--- config.mk ---
export PLATFORM = sky130hd
export DESIGN_NAME = pwm_tick_gen
export DESIGN_NICKNAME = d
export VERILOG_FILES = /design/src/rtl/pwm_tick_pkg.sv /design/src/rtl/tick_prescaler.sv /design/src/rtl/lin_divider.sv /design/src/rtl/pwm_tick_gen.sv
export SDC_FILE = /design/constraint.sdc
export NUM_CORES = 1
export LEC_CHECK = 0
export BUFFER_PORTS_ARGS = -buffer_cell sky130_fd_sc_hd__buf_4
export CORE_MARGIN = 3
export CORE_UTILIZATION = 51
export CTS_BUF_LIST = sky130_fd_sc_hd__clkbuf_8
export CTS_CLUSTER_SIZE = 8
export DETAILED_ROUTE_END_ITERATION = 8
export GPL_TIMING_DRIVEN = 0
export PLACE_DENSITY = 0.75
export SLEW_MARGIN = 10
export SYNTH_ARGS = -nofsm -noshare
export SYNTH_HDL_FRONTEND = slang
export SYNTH_SLANG_ARGS = --single-unit
--- constraint.sdc ---
create_clock -name clk -period 3.58 [get_ports clk]
set_input_delay 0.716 -clock clk [delete_from_list [all_inputs] [get_ports clk]]
set_output_delay 0.716 -clock clk [all_outputs]
set_load 0.005 [all_outputs]
--- src/rtl/pwm_tick_pkg.sv ---
package pwm_tick_pkg;
    localparam int TAP_NUM = 11;
    localparam int SEL_W   = $clog2(TAP_NUM);
    localparam int FAC_W   = 8;
    localparam int DIV_NUM = 2;
    localparam int OUT_NUM = TAP_NUM + DIV_NUM;
    localparam int PRE_W   = TAP_NUM - 1;

    typedef struct packed {
        logic [SEL_W-1:0] sel;
        logic [FAC_W-1:0] factor;
    } div_cfg_t;

    function automatic logic sel_in_range(logic [SEL_W-1:0] s);
        return 32'(s) < TAP_NUM;
    endfunction
endpackage

--- src/rtl/tick_prescaler.sv ---
module tick_prescaler
    import pwm_tick_pkg::*;
#(
    parameter int TAPS = TAP_NUM
) (
    input  logic            clk,
    input  logic            rst,
    output logic [TAPS-1:0] tap_o
);
    localparam int CW = TAPS - 1;

    logic [CW-1:0] phase_q;

    always_ff @(posedge clk) begin
        if (rst) phase_q <= '0;
        else     phase_q <= phase_q + 1'b1;
    end

    assign tap_o[0] = !rst;

    generate
        for (genvar k = 1; k < TAPS; k++) begin : g_tap
            assign tap_o[k] = !rst && (&phase_q[k-1:0]);


            tap_nest_chk: assert property (@(posedge clk) disable iff (rst)
                tap_o[k] |-> tap_o[k-1]);
        end
    endgenerate


    tap_half_rate_chk: assert property (@(posedge clk) disable iff (rst)
        tap_o[1] |=> !tap_o[1]);
endmodule

--- src/rtl/lin_divider.sv ---
module lin_divider
    import pwm_tick_pkg::*;
#(
    parameter int TAPS = TAP_NUM
) (
    input  logic            clk,
    input  logic            rst,
    input  logic [TAPS-1:0] taps_i,
    input  div_cfg_t        cfg_i,
    output logic            pulse_o
);
    div_cfg_t         cfg_q;
    logic [FAC_W-1:0] cnt_q;
    logic             src;
    logic             active;
    logic             changed;
    logic             at_end;

    always_comb begin
        src = 1'b0;
        for (int i = 0; i < TAPS; i++) begin
            if (cfg_i.sel == SEL_W'(i)) src = taps_i[i];
        end
    end

    assign active  = (cfg_i.factor != '0);
    assign changed = (cfg_i != cfg_q);
    assign at_end  = (cnt_q == cfg_i.factor - 1'b1);
    assign pulse_o = src && active && !changed && at_end;

    always_ff @(posedge clk) begin
        if (rst) begin
            cfg_q <= '0;
            cnt_q <= '0;
        end else begin
            cfg_q <= cfg_i;
            if (changed)             cnt_q <= '0;
            else if (src && active)  cnt_q <= at_end ? '0 : cnt_q + 1'b1;
        end
    end


    src_align_chk: assert property (@(posedge clk) disable iff (rst)
        pulse_o |-> (sel_in_range(cfg_i.sel) && taps_i[cfg_i.sel[SEL_W-1:0]]));


    zero_factor_chk: assert property (@(posedge clk) disable iff (rst)
        (cfg_i.factor == '0) |-> !pulse_o);


    bad_sel_chk: assert property (@(posedge clk) disable iff (rst)
        !sel_in_range(cfg_i.sel) |-> !pulse_o);


    restart_quiet_chk: assert property (@(posedge clk) disable iff (rst)
        (cfg_i != $past(cfg_i)) |-> !pulse_o);


    single_pulse_chk: assert property (@(posedge clk) disable iff (rst)
        (pulse_o && (cfg_i.factor > 8'd1 || cfg_i.sel != '0)) |=> !pulse_o);
endmodule

--- src/rtl/pwm_tick_gen.sv ---
module pwm_tick_gen
    import pwm_tick_pkg::*;
(
    input  logic                     clk,
    input  logic                     rst,
    input  logic [DIV_NUM*SEL_W-1:0] div_sel_i,
    input  logic [DIV_NUM*FAC_W-1:0] div_factor_i,
    output logic [OUT_NUM-1:0]       tick_o
);
    logic [TAP_NUM-1:0] taps;
    logic [DIV_NUM-1:0] div_pulse;

    tick_prescaler #(.TAPS(TAP_NUM)) u_pre (
        .clk   (clk),
        .rst   (rst),
        .tap_o (taps)
    );

    generate
        for (genvar d = 0; d < DIV_NUM; d++) begin : g_div
            div_cfg_t cfg;
            assign cfg.sel    = div_sel_i[d*SEL_W +: SEL_W];
            assign cfg.factor = div_factor_i[d*FAC_W +: FAC_W];

            lin_divider #(.TAPS(TAP_NUM)) u_div (
                .clk     (clk),
                .rst     (rst),
                .taps_i  (taps),
                .cfg_i   (cfg),
                .pulse_o (div_pulse[d])
            );
        end
    endgenerate

    assign tick_o = {div_pulse, taps};


    reset_quiet_chk: assert property (@(posedge clk)
        rst |-> (tick_o == '0));
endmodule

==> impl_results.md, run 1 <==
- Reg2reg setup slack: 1.14 ns
- Max-cap viol count: 0
- WHS: 0.4955 ns
- Area grow syn2layout: 14.05%
- Max IR drop VDD: 0.1935 mV
- DP HPWL: 5421 um
- Gp weighted congestion: 0.8727
- CTS tree: built
- Non-filler instance count after layout: 502
- Critical-path cell list: buf_2, inv_1, ha_2, nor2b_2, a31oi_1, nor4_1, nand3_1, buf_2, nor4_1, buf_4, buf_4
- Syn_nets: 423
- Die Y: 84.83 um
- Clock root buffer: clkbuf_8
- Initial DRC count: 72
- Full die area: 0.007196 mm2
- Max Freq: 0.2916 GHz
- Period utilization: 95.80%
- Post-Syn Instances: 389
- Asr flop ratio synth: 0%
- Final-report setup violation count: 0
- Status: finished, final reports clean
- Critical Path Source Type: primary input
- Cell area after synthesis: 0.003169 mm2
- Gr usage total: 20.90%
- Final #Nets: 460
- Clock Skew: 0.007664 ns
- Clk sink count: 50
- CP arrival: 2.71 ns
- Mean Syn Cell Area: 8.147 um2
- Clk pin slew, worst setup/hold paths: 0.09 ns
- Yosys warns: 0
- FF/Latch Area: 0.001002 mm2
- Pwr Density: 320.1 mW/mm2
- Setup slack at placement: 0.03804 ns
- Slew @ Worst Pin: 0.5042 ns
- CORE AREA: 0.005956 mm2
- CP Capture Type: output port
- Buf/Inv on CP: 5
- Post-synth EDFFs: 0
- Vias: 2841
- Slowest CP cell: buf_2
- CP max stage delay: 0.25 ns
- Num CTS Buffers: 5
- Multi-input logic area: 0.002008 mm2
- Initial DRT Pass Iterations: 5
- Layout cells sized above 1: 16.63%
- Port bufs: 26
- Flops & latches, synth: 50
- Starting Density: 53.21%
- FILL cells: 557
- Largest net degree at the start of global routing: 17
- Global-route wire length before repair: 12390 um
- Total gr overflow: 0
- PnR Total Power: 0.001157 W
- DRT Wirelength: 7301 um
- Hold buffer count at cts: 0
- Via/cell ratio: 5.659
- Antenna violations before repair: 0
- Slew HR: 66.38%
- Die span in x: 84.83 um
- Worst EP required: 2.86 ns
- Fin. Hold Viols: 0
- Final worst path period need: 3.430 ns
- # H-tree levels: 2
- Setup ws final: 0.1505 ns
- Commonest non-fill, non-tap cells in the layout: 49 x dfxtp_1, 35 x nor2_1, 33 x nor2b_1, 32 x buf_4, 30 x xor2_1
- Per-cell routed wire length: 14.54 um
- Post-route DRC: 0
- Io pins: 39
- Critical path type: in2out
- Vias in the first global route: 2687
- Crit path max fanout: 10
- RSZ-0062 raised after global routing: no
- Later-pin clock latency in the skew report: 0.31 ns
- Post-synth cell types: 57
- TNS Setup: 0 ns
- Critical path's top delay family: simple AND/OR/NAND/NOR gates
- Hold Crit Class: reg2reg
- Max Slew Vio Count: 0
- Leading cell type in the layout, fill and taps excluded: dfxtp_1
- N_diodes: 0
- Clock buffer depth: 2
- Rows: 28
- Post-DRT Antenna Nets: 0
- Post-synthesis sequential area ratio: 31.58%
- Dominant synthesized flop cell: dfxtp_1
- Leakage power: 1.395 nW
- Post-placement cell count: 490
-- report_power, final --
part / internal (W) / leakage, nW / switching [W] / total [W]
Combinational: 0.0000707 / 0.926 / 0.0000952 / 0.000166
Sequential: 0.000573 / 0.410 / 0.00000976 / 0.000583
Clock: 0.000210 / 0.0585 / 0.000198 / 0.000408
Total: 0.000854 / 1.40 / 0.000303 / 0.00116
-- per-layer routing --
metal  track usage, %  routed length, um
met4            6.906                 74
met5                0                  0
met3            3.786                312
met1            27.11               3445
met2            35.16               3468
-- Yosys cell counts, types with 9 or more instances --
master | instances | share of area [%]
xnor2_1 | 15 | 4.1
nand3_1 | 28 | 4.4
nor2b_1 | 34 | 6.7
dfxtp_1 | 50 | 32
a31oi_1 | 13 | 2.6
clkbuf_1 | 9 | 1.1
nor4_1 | 9 | 1.8
nand2_1 | 25 | 3.0
nor2_1 | 35 | 4.1
o211ai_1 | 15 | 3.6
a21oi_1 | 15 | 2.4
inv_1 | 12 | 1.4
xor2_1 | 30 | 8.3
-- repair_timing --
action	in CTS	in global routing
setup endpoints to repair	1	2
pin swaps	0	2
buffers inserted	0	4
resized for setup	1	4
-- sequential cells by signal (all words and copies together) (netlist names) --
name,cells
g_div.u_div.cfg_q,24
u_pre.phase_q,10
g_div.u_div.cnt_q,16
-- final timing paths --
path,cells past startpoint,end,start
max reg2reg,10,g_div[0].u_div.cnt_q[3],u_pre.phase_q[0]
max,11,tick_o[11],div_factor_i[0]
min reg2reg,1,u_pre.phase_q[0],u_pre.phase_q[0]
min,1,u_pre.phase_q[0],u_pre.phase_q[0]
-- stage by stage --
step	util, %	area [um2]
finish	60.69	3615
global route	60.69	3615
CTS	60.00	3573
detailed placement	58.07	3458
global placement	58.07	3458
floorplan	-	3169
-- kinds of logic after synthesis --
family,count (synthesis),share of synthesized area [%]
compound gates,71,15.48
mux,3,0.9870
flops,50,31.58
simple gates,175,30.91
xor+xnor,45,12.44
buf+inv,37,5.448
fa+ha+maj,8,3.158
-- layout make-up --
| class | instances | area share [%] |
|---|---|---|
| tap | 75 | 2.596 |
| clock inverter | 3 | 1.211 |
| sequential | 50 | 27.73 |
| multi-input combinational | 302 | 55.56 |
| inverter | 12 | 1.246 |
| clock buffer | 5 | 1.904 |
| buffer | 25 | 3.531 |
| timing repair buffer | 30 | 6.231 |
No activity file was read; power rests on OpenSTA's default activity.
==> inputs of run 2 (changes only) <==
==> constraint.sdc (replaced) <==
create_clock -name clk -period 3.3 [get_ports clk]
set_input_delay 0.66 -clock clk [delete_from_list [all_inputs] [get_ports clk]]
set_output_delay 0.66 -clock clk [all_outputs]
set_load 0.005 [all_outputs]
==> run 2 against run 1 <==
Via count fell by 0.21%. Clock power rose by 9.3%. Wire length rose by 0.58%. Largest power group unchanged. Non-clock buffer count fell by 3. Power rose by 9.0%. Die area did not move. Clock-buffer cell count did not move. Register-to-register slack got worse by 0.19 ns.
==> impl_results.md, run 2 (synthesized netlist as in run 1, its figures left out) <==
- Status: finished, final reports clean
- DRT Wirelength: 7343 um
- Switching fraction of total power: 26.49%
- Max-cap viol count: 0
- CTS tree: built
- Worst Reg-to-Reg Cells: 10
- Slowest CP cell: ha_2
- Gr usage total: 20.92%
- Clock Power Share: 35.3%
- Per-cell routed wire length: 14.72 um
- Biggest regs: g_div.u_div.cfg_q x24, g_div.u_div.cnt_q x16, u_pre.phase_q x10
- Num CTS Buffers: 5
- Clk sink count: 50
- CORE AREA: 0.005956 mm2
- CP Capture Type: output port
- Setup slack at placement: -0.1300 ns
- Final #Nets: 457
- Slew @ Worst Pin: 0.5970 ns
- Area grow syn2layout: 14.53%
- PnR Total Power: 0.001261 W
- Later-pin clock latency in the skew report: 0.31 ns
- Sequential share of power: 50.2%
- Max Slew Vio Count: 0
- P_int: 0.0009272 W
- # H-tree levels: 2
- Die Y: 84.83 um
- Critical-path cell list: buf_2, inv_1, ha_2, nor2b_2, a31oi_1, nor4_1, nand3_1, buf_2, nor4_2, buf_4, buf_4
- FILL cells: 552
- Largest net degree at the start of global routing: 17
- Crit path max fanout: 10
- DP HPWL: 5421 um
- Post-DRT Antenna Nets: 0
- Commonest non-fill, non-tap cells in the layout: 48 x dfxtp_1, 34 x nor2_1, 33 x nor2b_1, 31 x buf_4, 30 x xor2_1
- Final-report setup violation count: 0
- Setup ws final: 0.09100 ns
- Leakage power: 1.388 nW
- Io pins: 39
- Full die area: 0.007196 mm2
- Antenna violations before repair: 0
- Post-route DRC: 0
- End of the worst hold path: u_pre.phase_q[0]
- Worst Hold Depth: 1
- Hold wc startpoint: u_pre.phase_q[0]
- Final worst path period need: 3.209 ns
- Logic pwr share: 14.4%
- Die span in x: 84.83 um
- Starting Density: 53.21%
- Via/cell ratio: 5.681
- Period utilization: 97.24%
- Total gr overflow: 0
- CP arrival: 2.55 ns
- Gp weighted congestion: 0.8727
- Rows: 28
- Port bufs: 26
- Initial DRC count: 107
- Setup crit start: div_factor_i[0]
- Max Freq: 0.3116 GHz
- Clock Skew: 0.008727 ns
- Vias in the first global route: 2693
- CP max stage delay: 0.24 ns
- Global-route wire length before repair: 12390 um
- Critical path's top delay family: simple AND/OR/NAND/NOR gates
- Slew HR: 60.16%
- Leading cell type in the layout, fill and taps excluded: dfxtp_1
- Hold buffer count at cts: 0
- Clk pin slew, worst setup/hold paths: 0.09 ns
- Max IR drop VDD: 0.2115 mV
- RSZ-0062 raised after global routing: yes
- Largest Register: g_div.u_div.cfg_q
- Worst EP required: 2.64 ns
- Hold Crit Class: reg2reg
- R2r startpoint: u_pre.phase_q[0]
- Pwr Density: 347.5 mW/mm2
- N_diodes: 0
- Max FFs per register: 24
- Critical Path Source Type: primary input
- Fin. Hold Viols: 0
- Initial DRT Pass Iterations: 5
- R2r endpoint: g_div[0].u_div.cnt_q[3]
- Buf/Inv on CP: 5
- Vias: 2835
- Critical path type: in2out
- Layout cells sized above 1: 17.22%
- Sw Pwr: 0.0003342 W
- Clock root buffer: clkbuf_8
- Clock buffer depth: 2
- Reg2reg setup slack: 0.95 ns
## run 2: how the worst max path moves through the flow
stage                             to  slack (ns)  cells after the start
after floorplan           tick_o[11]        0.24                     10
after global placement    tick_o[11]       -0.19                     11
after detailed placement  tick_o[11]       -0.13                     11
after CTS                 tick_o[12]       -0.05                     12
after global routing      tick_o[12]       -0.02                     12
final                     tick_o[11]        0.09                     11
## run 2: final cells by class
cell class / instances / area, um2 / area share (%)
Buffer: 24 / 125.1 / 3.447
Clock buffer: 5 / 68.82 / 1.896
Inverter: 12 / 45.04 / 1.241
Clock inverter: 3 / 43.79 / 1.206
Tap cell: 75 / 93.84 / 2.585
Sequential cell: 50 / 1006 / 27.71
Multi-Input combinational cell: 302 / 2037 / 56.12
Timing Repair Buffer: 28 / 210.2 / 5.791
## run 2: power by group through the flow
stage | clock network (W) | registers [W] | logic (W)
after global placement | 0 | 0.000646 | 0.000173
after floorplan | 0 | 0.000644 | 0.000122
after global routing | 0.000479 | 0.000636 | 0.000202
after detailed placement | 0 | 0.000646 | 0.000178
final | 0.000446 | 0.000633 | 0.000182
after CTS | 0.000452 | 0.000633 | 0.000179
## run 2: metal layers
layer	vias up	global-route usage [%]	share of wire [%]
met5	-	0	0
met4	0	6.906	1.4
met3	11	3.786	3.9
met2	58	35.23	48
met1	1330	27.11	47
li1	1436	-	-
## run 2: what timing repair did
item,4_1_cts,5_1_grt
endpoints found under the setup margin,2,2
hold endpoints to repair,0,0
pin swaps,1,2
buffers inserted,1,1
gates resized for setup,4,12
## run 2: worst reg2reg max path: stages (launching register included)
cell	delay, ns
dfxtp_4	0.40
ha_4	0.19
nand3_2	0.15
nor2_2	0.18
ha_1	0.22
nand3b_1	0.08
o311ai_0	0.12
o211a_1	0.23
o21a_1	0.31
o211ai_1	0.16
a31oi_1	0.22
## run 2: stage by stage
stage               cells  instance area, um2  TNS [ns]  hold slack, ns  utilization, %
finish                499                3630         0          0.4900           60.95
detailed placement    490                3458   -0.1761          0.4936           58.07
floorplan             389                3169         0          0.4580               -
CTS                   499                3590  -0.04693          0.5010           60.27
global route          499                3630  -0.01853          0.5008           60.95
global placement      490                3458   -0.1970          0.4829           58.07
